File: src/rtl/uart_frac.sv
module uart_frac #(
  parameter int DIV_W = 16
) (
  input  logic        clk,
  input  logic        rst_n,
  input  logic [2:0]  addr,
  input  logic        wr_en,
  input  logic [15:0] wr_data,
  input  logic        rd_en,
  output logic [15:0] rd_data,
  input  logic        rxd,
  output logic        txd
);
  localparam logic [2:0] A_LINE = 3'd0, A_MODE = 3'd1, A_STAT = 3'd2,
                         A_THR = 3'd3, A_RBR = 3'd4, A_DIV = 3'd5, A_SLOT = 3'd6;
  localparam int CW = DIV_W + 1;

  typedef enum logic [1:0] {RX_IDLE, RX_START, RX_DATA, RX_STOP} rx_st_t;

  logic [5:0]       line_q;
  logic [3:0]       mode_q;
  logic [DIV_W-1:0] div_q;
  logic [15:0]      slot_q;

  wire tx_on  = mode_q[3:2] == 2'b01;
  wire rx_on  = mode_q[1:0] == 2'b01;
  wire wr_thr = wr_en && addr == A_THR;
  wire rd_rbr = rd_en && addr == A_RBR;

  always_ff @(posedge clk or negedge rst_n)
    if (!rst_n) begin
      line_q <= '0; mode_q <= '0; div_q <= '0; slot_q <= '0;
    end else if (wr_en) begin
      case (addr)
        A_LINE: line_q <= wr_data[5:0];
        A_MODE: mode_q <= wr_data[3:0];
        A_DIV:  div_q  <= wr_data[DIV_W-1:0];
        A_SLOT: slot_q <= wr_data;
        default: ;
      endcase
    end

  // transmit side
  logic [7:0]    thr_q, tx_sh;
  logic          thr_full, tx_busy;
  logic [3:0]    tx_bit, tx_idx;
  logic [CW-1:0] tx_cnt;

  wire [CW-1:0] tx_lim  = {1'b0, div_q} + CW'(slot_q[tx_idx]);
  wire          tx_tick = tx_busy && tx_cnt >= tx_lim;
  wire          tx_load = thr_full && !tx_busy && tx_on;

  always_ff @(posedge clk or negedge rst_n)
    if (!rst_n) begin
      thr_q <= '0; thr_full <= 1'b0;
    end else if (wr_thr) begin
      thr_q <= wr_data[7:0]; thr_full <= 1'b1;
    end else if (tx_load)
      thr_full <= 1'b0;

  always_ff @(posedge clk or negedge rst_n)
    if (!rst_n) begin
      tx_busy <= 1'b0; tx_sh <= '0; tx_bit <= '0; tx_idx <= '0;
      tx_cnt <= '0; txd <= 1'b1;
    end else if (tx_load) begin
      tx_busy <= 1'b1; tx_sh <= thr_q; tx_bit <= '0; tx_idx <= '0;
      tx_cnt <= '0; txd <= 1'b0;
    end else if (tx_tick) begin
      tx_cnt <= '0;
      tx_idx <= tx_idx + 4'd1;
      if (tx_idx == 4'd15) begin
        if (tx_bit == 4'd9) begin
          tx_busy <= 1'b0;
        end else begin
          tx_bit <= tx_bit + 4'd1;
          if (tx_bit < 4'd8) begin
            txd   <= tx_sh[0];
            tx_sh <= tx_sh >> 1;
          end else
            txd <= 1'b1;
        end
      end
    end else if (tx_busy)
      tx_cnt <= tx_cnt + CW'(1);

  // receive side
  rx_st_t        rx_st;
  logic [2:0]    rx_s;
  logic [7:0]    rx_sh, rbr_q;
  logic [2:0]    rx_n;
  logic [3:0]    rx_idx;
  logic [CW-1:0] rx_cnt;
  logic          rx_avail, rx_ovr;

  wire          rx_line = rx_s[1];
  wire          rx_fall = rx_s[2] && !rx_s[1];
  wire [CW-1:0] rx_lim  = {1'b0, div_q} + CW'(slot_q[rx_idx]);
  wire          rx_tick = rx_st != RX_IDLE && rx_cnt >= rx_lim;
  wire          rx_mid  = rx_tick && rx_idx == 4'd7;
  wire          rx_done = rx_st == RX_STOP && rx_mid && rx_line;

  always_ff @(posedge clk or negedge rst_n)
    if (!rst_n) rx_s <= 3'b111;
    else        rx_s <= {rx_s[1:0], rxd};

  always_ff @(posedge clk or negedge rst_n)
    if (!rst_n) begin
      rx_st <= RX_IDLE; rx_sh <= '0; rx_n <= '0; rx_idx <= '0; rx_cnt <= '0;
    end else if (!rx_on) begin
      rx_st <= RX_IDLE;
    end else if (rx_st == RX_IDLE) begin
      if (rx_fall) begin
        rx_st <= RX_START; rx_idx <= '0; rx_cnt <= '0;
      end
    end else if (rx_tick) begin
      rx_cnt <= '0;
      rx_idx <= rx_idx + 4'd1;
      if (rx_mid)
        case (rx_st)
          RX_START: if (!rx_line) begin rx_st <= RX_DATA; rx_n <= '0; end
                    else rx_st <= RX_IDLE;
          RX_DATA: begin
            rx_sh <= {rx_line, rx_sh[7:1]};
            rx_n  <= rx_n + 3'd1;
            if (rx_n == 3'd7) rx_st <= RX_STOP;
          end
          default: rx_st <= RX_IDLE;
        endcase
    end else
      rx_cnt <= rx_cnt + CW'(1);

  always_ff @(posedge clk or negedge rst_n)
    if (!rst_n) begin
      rbr_q <= '0; rx_avail <= 1'b0; rx_ovr <= 1'b0;
    end else if (rx_done) begin
      rbr_q    <= rx_sh;
      rx_avail <= 1'b1;
      rx_ovr   <= !rd_rbr && (rx_avail || rx_ovr);
    end else if (rd_rbr) begin
      rx_avail <= 1'b0; rx_ovr <= 1'b0;
    end

  always_comb begin
    rd_data = '0;
    case (addr)
      A_LINE: rd_data = {10'd0, line_q};
      A_MODE: rd_data = {12'd0, mode_q};
      A_STAT: rd_data = {13'd0, rx_ovr, !thr_full, rx_avail};
      A_RBR:  rd_data = {8'd0, rbr_q};
      A_DIV:  rd_data = 16'(div_q);
      A_SLOT: rd_data = slot_q;
      default: rd_data = '0;
    endcase
  end


  tx_start_low_chk: assert property (@(posedge clk) disable iff (!rst_n)
    tx_load |=> tx_busy && !txd);

  tx_idle_high_chk: assert property (@(posedge clk) disable iff (!rst_n)
    !tx_busy |-> txd);

  tx_idx_hold_chk: assert property (@(posedge clk) disable iff (!rst_n)
    (tx_busy && !tx_tick && !tx_load) |=> $stable(tx_idx));

  rx_read_clears_chk: assert property (@(posedge clk) disable iff (!rst_n)
    (rd_rbr && !rx_done) |=> !rx_avail && !rx_ovr);

  rx_overrun_chk: assert property (@(posedge clk) disable iff (!rst_n)
    (rx_done && rx_avail && !rd_rbr) |=> rx_ovr && rx_avail);

  rx_off_idle_chk: assert property (@(posedge clk) disable iff (!rst_n)
    !rx_on |=> rx_st == RX_IDLE);
endmodule

File: config.mk
export PLATFORM = sky130hd
export DESIGN_NAME = uart_frac
export DESIGN_NICKNAME = d
export VERILOG_FILES = /design/src/rtl/uart_frac.sv
export SDC_FILE = /design/constraint.sdc
export NUM_CORES = 1
export LEC_CHECK = 0
export BUFFER_PORTS_ARGS = -buffer_cell sky130_fd_sc_hd__buf_2
export CORE_UTILIZATION = 55
export CTS_CLUSTER_DIAMETER = 200
export DETAILED_ROUTE_END_ITERATION = 6
export PLACE_DENSITY = 0.73
export REMOVE_ABC_BUFFERS = 1
export SETUP_SLACK_MARGIN = 0.5
export SLEW_MARGIN = 5
export SYNTH_ARGS = -nofsm -noshare
export SYNTH_HDL_FRONTEND = slang
export SYNTH_SLANG_ARGS = --single-unit
File: constraint.sdc
create_clock -name clk -period 5 [get_ports clk]
set_input_delay 0.5 -clock clk [delete_from_list [all_inputs] [get_ports clk]]
set_output_delay 0.5 -clock clk [all_outputs]
set_load 0.01 [all_outputs]
* Word level (Yosys, flattened, before mapping)
Index checks and enable logic that the tools add are counted.
** Word-level totals
- Register bits after elaboration :: 133
- Bits of input ports :: 24
- Logic and storage cells :: 146
** Cells by class
- $add $sub $neg :: 8
- Order comparisons :: 5
- Equal/unequal tests :: 22
- Mux-type cells :: 49
- Bitwise gates (word level) :: 1
- Reductions and logical operators :: 40
** Operators with widths (number)
- 17-bit two-way mux :: 6
- 16-bit case mux with 6 select lines :: 1
- 8-bit two-way mux :: 5
- 4-bit two-way mux :: 9
- 16-bit by 1-bit adder with 17-bit output :: 2
- 17-bit by 1-bit adder with 17-bit output, second input constant :: 2
- 17-bit >= comparator :: 2
- 2-bit nonzero test :: 9
- 1-bit two-way mux :: 16
- 2-bit two-way mux :: 7
- 4-bit by 1-bit adder with 4-bit output, second input constant :: 3
- 3-bit equality test, second input constant :: 4
- 1-bit logical AND :: 11
- 4-bit by 5-bit less-than comparator with 1-bit output, second input constant :: 2
- 2-bit AND reduction :: 5
- 3-bit AND reduction :: 3
- 1-bit binary-select mux with 4-bit select :: 2
- 4-bit equality test, second input constant :: 2
- 4-bit AND reduction :: 2
- 2-bit by 1-bit equality test with 1-bit output, second input constant :: 3
- 3-bit by 2-bit equality test with 1-bit output, second input constant :: 2
- 2-bit != test, second input constant :: 3
- 3-bit by 1-bit != test with 1-bit output, second input constant :: 2
- 3-bit case mux with 2 select lines :: 1
- other kinds (17) :: 21

* Longest topological paths before layout
Gate-level depths: netlist of run 1.
- Depth after elaboration :: 10
- Gate-level depth with buffers :: 21
- Gate-level depth less buffers :: 19

* Worst setup path after synthesis of run 1
No wires, ideal clock.
- Kind :: reg-to-reg
- Start :: reg tx_idx[0]
- End :: reg tx_bit[2]
- Setup time :: 79 ps
- Data arrival time :: 3834 ps
- Required time :: 4921 ps
- Slack :: 1087 ps
- Stages on the path, launching flop included :: 17
- Buffers on the path :: 3
- Cell sequence :: dfrtp_1 > clkbuf_1 > mux4_2 > mux4_2 > ha_1 > nand3_1 > or2_0 > clkbuf_1 > nor3_1 > xnor2_1 > ha_1 > and4_1 > nand2_1 > o21a_1 > buf_2 > nor4b_1 > mux2i_1
** Between the ends
- Word-level cells in the longest chain between the ends :: 7
- Elaborated cells between the ends (all ways) :: 9
- Classes of those cells :: add/sub: 1; order compare: 1; eq/ne: 1; mux: 2; reduce/logical: 4
** Ends and longest elaborated chain
- from (decl) :: line 46 : logic [3:0] tx_bit, tx_idx;
- from (signal assigned) :: line 70 : tx_idx <= tx_idx + 4'd1;
- 1-bit binary-select mux with 4-bit select :: line 49 : wire [CW-1:0] tx_lim = {1'b0, div_q} + CW'(slot_q[tx_idx]);
- 1-bit two-way mux (not written as such) :: line 49
- 16-bit by 1-bit adder with 17-bit output :: line 49
- 17-bit >= comparator :: line 50 : wire tx_tick = tx_busy && tx_cnt >= tx_lim;
- 1-bit logical AND :: line 50
- 2-bit nonzero test (no source line)
- 3-bit AND reduction (no source line) *
- to (signal assigned) :: line 75 : tx_bit <= tx_bit + 4'd1;
- to (decl) :: line 46
Mark *: on every way between the ends. The rest lies on a longest branch, timed or not. The select of a mux whose other input is x is not followed.
A chain may end at the register's enable or synchronous reset.

* Final worst setup path of run 1
- Start :: reg tx_idx[1]
- End :: reg tx_sh[5]
** Between the ends
- Word-level cells in the longest chain between the ends :: 7
- Elaborated cells between the ends (all ways) :: 9
- Classes of those cells :: add/sub: 1; order compare: 1; eq/ne: 1; mux: 2; reduce/logical: 4
** Ends and longest elaborated chain
- 1-bit binary-select mux with 4-bit select :: line 49
- 1-bit two-way mux (not written as such) :: line 49
- 16-bit by 1-bit adder with 17-bit output :: line 49
- 17-bit >= comparator :: line 50
- 1-bit logical AND :: line 50
- 2-bit nonzero test (no source line)
- 4-bit AND reduction (no source line) *
- to (signal assigned) :: line 78 : tx_sh <= tx_sh >> 1;
- to (decl) :: line 44 : logic [7:0] thr_q, tx_sh;
Marks and branches as above.

==> summary.md, run 1 <==
| Metric | Value |
|---|---|
| Setup violators final | 0 |
| Design Power | 3360 uW |
| RSZ-0062 raised after global routing | false |
| CP Data Arrival Time | 4.61 ns |
| Top-count cell post-synth | dfrtp_1 |
| Sequential area share after synthesis | 0.420 |
| Seq pwr share | 0.430 |
| Largest net degree at the start of global routing | 91 |
| Worst-path maximum fanout | 8 |
| Routed Antenna Nets | 0 |
| Core Rows | 43 |
| H-tree depth | 4 |
| Synth top area share | 0.406 |
| Iter 0 DRT Violations | 506 |
| Crit path time final | 4.32 ns |
| Worst hold path type | in -> async |
| Layout cells sized above 1 | 0.194 |
| HPWL after DPL | 13,300 um |
| Starting density of the core | 0.568 |
| Crit end category | flip-flop |
| Maximum capacitance violations | 0 |
| EDFF count, synth | 0 |
| Die X | 122 um |
| Remaining Overflow, GRT | 0 |
| Setup bufs post-CTS | 0 |
| GRT Overall Usage | 0.270 |
| # DRC | 0 |
| Number of synthesized register bits | 133 |
| Prevailing post-synth register cell | dfrtp_1 |
| Vias | 6,089 |
| CP Class | reg -> reg |
| Least-Margin Pin Slew | 0.899 ns |
| Mapped Area | 0.00795 mm2 |
| DRT Pass-1 Iters | 5 |
| Num CTS Buffers | 17 |
| Nets | 861 |
| Num ports | 41 |
| Worst vdd ir | 0.000220 V |
| Die height | 122 um |
| Combinational Power Share | 0.198 |
| Yosys top cell by area | dfrtp_1 |
| Total Neg Setup Slack | 0 ns |
| Clock Latency Late Sink | 0.42 ns |
| Sw frac | 0.311 |
| Synth cell types | 71 |
| Routability-driven placement congestion ratio | 0.897 |
| YS warnings | 0 |
| Slew Limit Fails | 0 |
| Switch Pwr | 1040 uW |
| # diodes | 0 |
| Internal Power | 2320 uW |
| Final worst-path cycle share | 0.864 |
| Clock Sinks | 133 |
| Hold-fix buffers, CTS | 0 |
| CTS tree | done |
| Root buf cell | clkbuf_16 |
| Lkg Pwr | 0.00402 uW |
| Synth area leaders | dfrtp_1 (41%), ha_1 (7.9%), mux2_2 (5.4%) |
| Antenna violations before repair | 0 |
| Avg Inst Size Synth | 10.5 um2 |
| Clock Path Buffers | 2 |
| Power Density | 380 mW/mm2 |
| Max_slew headroom | 0.399 |
| First-pass GRT wire length | 30,700 um |
| CP Launch Type | flip-flop |
| Core area | 0.0140 mm2 |
| Clk network pwr share | 0.372 |
| Vias in the first global route | 6,079 |
| Data required, critical path | 5.29 ns |
| Final WS setup | 0.681 ns |
| Area Growth Syn to Fin | 11.3% |
| Final hold violations | 0 |
| Avg WL per Cell | 18.9 um |
| Post-Syn Instances | 760 |
| Vias per std cell | 6.21 |
| Number of fill cells | 1,125 |
| Outcome | completed |
| Die Area | 0.0149 mm2 |
| Clk pin slew, worst setup/hold paths | 0.06 ns |
| Port buffer count | 40 |
| Clock Skews | 0.00851 ns |
| Dpl ws | 0.509 ns |
| Fmax | 232 MHz |
| Ys async rst share | 1.00 |
| Final WL | 18,600 um |
| Synth top cells by count | dfrtp_1 (129), nand2_1 (72), nor2_1 (63) |
[cells by family (layout without fill, tap and decap cells)]
group / Yosys count / in the layout / synth area share
compound gates: 126 / 126 / 0.111
buf+inv: 53 / 93 / 0.0296
xor+xnor: 43 / 43 / 0.0474
fa+ha+maj: 50 / 50 / 0.0787
mux: 99 / 99 / 0.152
simple gates: 256 / 256 / 0.162
flops: 133 / 133 / 0.420
[worst paths after layout]
path | from | to | slack [ns] | cells past startpoint
hold reg to reg | rx_s[0] | rx_s[1] | 0.35 | 0
min in group clk | rxd | rx_s[0] | 0.18 | 1
setup / recovery | tx_idx[1] | tx_sh[5] | 0.68 | 15
hold / removal | rst_n | rx_cnt[9] | 0.08 | 1
max in group asynchronous | rst_n | tx_idx[1] | 3.71 | 2
setup reg to reg | tx_idx[1] | tx_sh[5] | 0.68 | 15
[sequential cells by signal (all words and copies together), names as in the netlist, 6 cells and up]
register and cells:
rx_cnt 17, tx_cnt 17, div_q 16, slot_q 16, rbr_q 8, rx_sh 8, thr_q 8, tx_sh 8
line_q 6
[cell usage in the layout, fill, tap and decap left out, types with 8 or more instances in the layout]
cell type / count
nand3_1: 36
nand2_1: 72
mux2i_1: 22
mux2_2: 38
a31oi_1: 10
dfrtp_1: 126
mux4_2: 8
o21ai_0: 15
clkbuf_16: 17
buf_2: 39
xor2_1: 23
ha_1: 50
nand4_1: 17
mux2_1: 23
and3_1: 13
mux2_4: 8
o21ai_1: 11
xnor2_1: 20
a21oi_1: 26
inv_1: 15
nor2_1: 63
nor3_1: 9
a22oi_1: 11
[worst max-delay path: stages, from the launching register on]
cell and delay [ns]:
dfrtp_2 0.46, mux4_2 0.52, mux4_2 0.48, ha_1 0.21, nand3_1 0.14, or2_0 0.28
nor3_1 0.10, xnor2_1 0.13, ha_1 0.32, a21oi_1 0.16, nand2_1 0.07, a221oi_1 0.41
o21a_2 0.32, buf_4 0.19, nor3_4 0.07, a221o_1 0.33
[area by class of cell]
type | count | area (um2) | area share
Clock inverter | 13 | 146 | 0.0166
Tap cell | 180 | 225 | 0.0255
Sequential cell | 133 | 3340 | 0.377
Multi-Input combinational cell | 574 | 4390 | 0.496
Inverter | 17 | 63.8 | 0.00722
Timing Repair Buffer | 44 | 236 | 0.0267
Clock buffer | 19 | 443 | 0.0501
[routing by layer]
| layer | vias up | part of all wire | GRT usage | routed length (um) |
|---|---|---|---|---|
| li1 | 2835 | - | - | - |
| met1 | 2983 | 0.43 | 0.358 | 8070 |
| met2 | 208 | 0.48 | 0.419 | 8880 |
| met3 | 63 | 0.047 | 0.0520 | 865 |
| met4 | 0 | 0.040 | 0.146 | 743 |
| met5 | - | 0 | 0 | 0 |
[stage by stage]
| step | hold WS, ns | std cells | instance area [um2] | util |
|---|---|---|---|---|
| final | 0.0843 | 980 | 8840 | 0.632 |
| after global routing | 0.161 | 980 | 8840 | 0.632 |
| after CTS | 0.165 | 980 | 8830 | 0.631 |
| after detailed placement | 0.347 | 948 | 8240 | 0.589 |
| after global placement | 0.346 | 948 | 8240 | 0.589 |
| after floorplan | 0.204 | 724 | 7770 | - |
[power groups by stage]
| stage | sequential [uW] | combinational (uW) | clock, uW |
|---|---|---|---|
| after global routing | 1460 | 754 | 1310 |
| final | 1440 | 666 | 1250 |
| after global placement | 1440 | 622 | 0 |
| after CTS | 1440 | 670 | 1260 |
| after detailed placement | 1450 | 659 | 0 |
| after floorplan | 1380 | 488 | 0 |
[what timing repair did]
| action | in CTS | in global routing |
|---|---|---|
| hold endpoints to repair | 0 | 0 |
| endpoints found under the setup margin | 5 | 46 |
| gates resized for setup | 1 | 6 |
Note: power is estimated with default switching activity, not from simulation.
==> run 2, diff against run 1 <==
--- a/config.mk
+++ b/config.mk
@@ -6,10 +6,10 @@
 export NUM_CORES = 1
 export LEC_CHECK = 0
 export BUFFER_PORTS_ARGS = -buffer_cell sky130_fd_sc_hd__buf_2
-export CORE_UTILIZATION = 55
+export CORE_UTILIZATION = 40
 export CTS_CLUSTER_DIAMETER = 200
 export DETAILED_ROUTE_END_ITERATION = 6
-export PLACE_DENSITY = 0.73
+export GPL_ROUTABILITY_DRIVEN = 1
 export REMOVE_ABC_BUFFERS = 1
 export SETUP_SLACK_MARGIN = 0.5
 export SLEW_MARGIN = 5
==> run 2 against run 1 <==
Count of clock-buffer cells in the layout rose by 2. Largest cell class unchanged. Critical endpoint is now rx_sh[4]. Setup slack improved by 0.15 ns. Highest routed layer unchanged. Sequential cell count did not move. Critical path depth is 3 higher. Non-clock buffer count rose by 6. First-iteration DRC count fell by 19%. Sequential share of layout area is 0.70 points lower. Routed wire length rose by 4.8%. Die area is 37% higher. Hold slack better by 0.040 ns.
==> summary.md, run 2 (same netlist as run 1, synthesis figures left out) <==
| Metric | Value |
|---|---|
| Setup slack, reg-to-reg | 0.83 ns (was 0.68 ns) |
| Finished Cell Area | 0.00900 mm2 (was 0.00884 mm2) |
| Clock Path Buffers | 2 (unchanged) |
| Worst vdd ir | 0.000269 V (was 0.000220 V) |
| Clock Sinks | 133 (unchanged) |
| # DRC | 0 (unchanged) |
| Starting density of the core | 0.408 (was 0.568) |
| HPWL after DPL | 13,700 um (was 13,300 um) |
| Root buf cell | clkbuf_16 (unchanged) |
| Clk pin slew, worst setup/hold paths | 0.06 ns (about the same) |
| Worst reg2reg startpoint | rx_idx[0] (was tx_idx[1]) |
| Data required, critical path | 5.31 ns (was 5.29 ns) |
| Setup violators final | 0 (unchanged) |
| CP Launch Type | flip-flop (unchanged) |
| Internal Power | 2320 uW (about the same) |
| RSZ-0062 raised after global routing | true (was false) |
| Vias in the first global route | 5,695 (was 6,079) |
| Crit end category | flip-flop (unchanged) |
| Vias | 5,866 (was 6,089) |
| Num ports | 41 (unchanged) |
| Total Neg Setup Slack | 0 ns (unchanged) |
| Power Density | 373 mW/mm2 (was 380 mW/mm2) |
| Clock Latency Late Sink | 0.43 ns (was 0.42 ns) |
| Reg2Reg Depth | 18 (was 15) |
| DP Area | 0.00835 mm2 (was 0.00824 mm2) |
| Die height | 143 um (was 122 um) |
| # diodes | 0 (unchanged) |
| Design Power | 3350 uW (was 3360 uW) |
| Least-Margin Pin Slew | 1.06 ns (was 0.899 ns) |
| Slowest stage delay, CP | 0.50 ns (was 0.52 ns) |
| Final worst-path cycle share | 0.835 (was 0.864) |
| Iter 0 DRT Violations | 409 (was 506) |
| Combinational Power Share | 0.197 (was 0.198) |
| Clock Skews | 0.0106 ns (was 0.00851 ns) |
| Slew Limit Fails | 0 (unchanged) |
| Die X | 143 um (was 122 um) |
| Core area | 0.0195 mm2 (was 0.0140 mm2) |
| H-tree depth | 4 (unchanged) |
| CP Data Arrival Time | 4.48 ns (was 4.61 ns) |
| Fmax | 240 MHz (was 232 MHz) |
| GRT Overall Usage | 0.203 (was 0.270) |
| Multi-input logic area | 0.00441 mm2 (was 0.00439 mm2) |
| Slowest-stage cell, CP | dfrtp_2 (was mux4_2) |
| Sw frac | 0.308 (was 0.311) |
| First-pass GRT wire length | 31,000 um (was 30,700 um) |
| Die Area | 0.0204 mm2 (was 0.0149 mm2) |
| Remaining Overflow, GRT | 0 (unchanged) |
| Switch Pwr | 1030 uW (was 1040 uW) |
| CP Cell Sequence | mux2i_1 > a31o_2 > a31oi_1 > o21ai_0 > nand2_1 > ha_1 > ha_1 > nand2_1 > nor2_1 > nand2_1 > xor2_1 > ha_1 > nand4_1 > a2111oi_4 > o21bai_2 > nand3_4 > and3_4 > mux2_4 (was mux4_2 > mux4_2 > ha_1 > nand3_1 > or2_0 > nor3_1 > xnor2_1 > ha_1 > a21oi_1 > nand2_1 > a221oi_1 > o21a_2 > buf_4 > nor3_4 > a221o_1) |
| Seq pwr share | 0.430 (about the same) |
| Number of fill cells | 1,830 (was 1,125) |
| Routability-driven placement congestion ratio | 0.813 (was 0.897) |
| R2r endpoint | rx_sh[4] (was tx_sh[5]) |
| Maximum capacitance violations | 0 (unchanged) |
| CTS tree | done (unchanged) |
| Nets | 867 (was 861) |
| Port buffer count | 40 (unchanged) |
| Crit path time final | 4.17 ns (was 4.32 ns) |
| Max_slew headroom | 0.289 (was 0.399) |
| Num CTS Buffers | 17 (unchanged) |
| Layout cells sized above 1 | 0.197 (was 0.194) |
| Antenna violations before repair | 0 (unchanged) |
| Critical path origin | rx_idx[0] (was tx_idx[1]) |
| Core Rows | 51 (was 43) |
| Most frequent cells in the layout | dfrtp_1 (127), nand2_1 (72), nor2_1 (63), ha_1 (50), buf_2 (39) (was dfrtp_1 (126), nand2_1 (72), nor2_1 (63), ha_1 (50), buf_2 (39)) |
| Final hold violations | 0 (unchanged) |
| Avg WL per Cell | 18.2 um (was 18.9 um) |
| Worst-path maximum fanout | 13 (was 8) |
| Worst hold path type | in -> async (unchanged) |
| Area Growth Syn to Fin | 13.3% (was 11.3%) |
| Largest net degree at the start of global routing | 82 (was 91) |
| DRT Pass-1 Iters | 5 (unchanged) |
| Routed Antenna Nets | 0 (unchanged) |
| Largest regs | rx_cnt: 17 flops, tx_cnt: 17 flops (unchanged) |
| Vias per std cell | 5.48 (was 6.21) |
| Lkg Pwr | 0.00405 uW (was 0.00402 uW) |
| Clk network pwr share | 0.373 (was 0.372) |
| Outcome | completed (unchanged) |
| Final WL | 19,400 um (was 18,600 um) |
| CP Class | reg -> reg (unchanged) |
| Register area | 0.00334 mm2 (about the same) |
| Leading cell type in the layout, fill and taps excluded | dfrtp_1 (unchanged) |
## run 2: cell count changes in the layout (fill, tap and decap cells not counted), sizes merged
| cell | before | now |
|---|---|---|
| buf | 44 | 50 |
| clkbuf | 19 | 21 |
| clkinv | 4 | 5 |
| inv | 22 | 19 |
## run 2: cell type report
type,instances,area share
Multi-Input combinational cell,574,0.489
Sequential cell,133,0.370
Clock buffer,21,0.0511
Tap cell,265,0.0368
Timing Repair Buffer,50,0.0313
Clock inverter,11,0.0139
Inverter,17,0.00709
## run 2: metrics by stage
stage | cells | setup slack (ns) | utilization | hold WS [ns]
after global placement | 1034 | 0.668 | 0.429 | 0.347
after detailed placement | 1034 | 0.570 | 0.429 | 0.349
final | 1071 | 0.826 | 0.463 | 0.124
after floorplan | 724 | 0.988 | - | 0.204
after global routing | 1071 | 0.516 | 0.463 | 0.156
after CTS | 1066 | 0.506 | 0.459 | 0.149
## run 2: layer usage
metal  track usage  vias up  share of wire
li1              -     2844              -
met5             0        -              0
met2         0.320      125           0.47
met4        0.0589        0          0.010
met1         0.280     2881           0.48
met3        0.0436       16          0.044
## run 2: worst max-delay path, delay by kind of cell, from the launching register on
kind	cells	cell delay (ns)
and+or+nand+nor	7	1.18
AOI/OAI and AO/OA	5	1.06
adders and majority gates	3	0.69
DFF	1	0.50
muxes	2	0.48
xor gates and xnor gates	1	0.15
## run 2: worst max path at each step
| stage | end | slack, ns | depth (start not counted) |
|---|---|---|---|
| 2_1_floorplan | tx_cnt[15] | 0.99 | 14 |
| 3_3_place_gp | rx_sh[1] | 0.67 | 18 |
| 3_5_place_dp | rx_sh[0] | 0.57 | 18 |
| 4_1_cts | rx_sh[4] | 0.51 | 18 |
| 5_1_grt | tx_cnt[15] | 0.52 | 16 |
| 6_report | rx_sh[4] | 0.83 | 18 |
## run 2: repair_timing
item	in CTS	in global routing
buffers inserted	0	5
endpoints found under the setup margin	0	56
gates resized for setup	0	8
hold buffers	0	0
## run 2: power groups by stage
stage               logic [uW]  registers (uW)  clock network [uW]
floorplan                  488            1380                   0
global placement           639            1460                   0
detailed placement         654            1460                   0
CTS                        660            1440                1270
global route               750            1460                1320
finish                     660            1440                1250
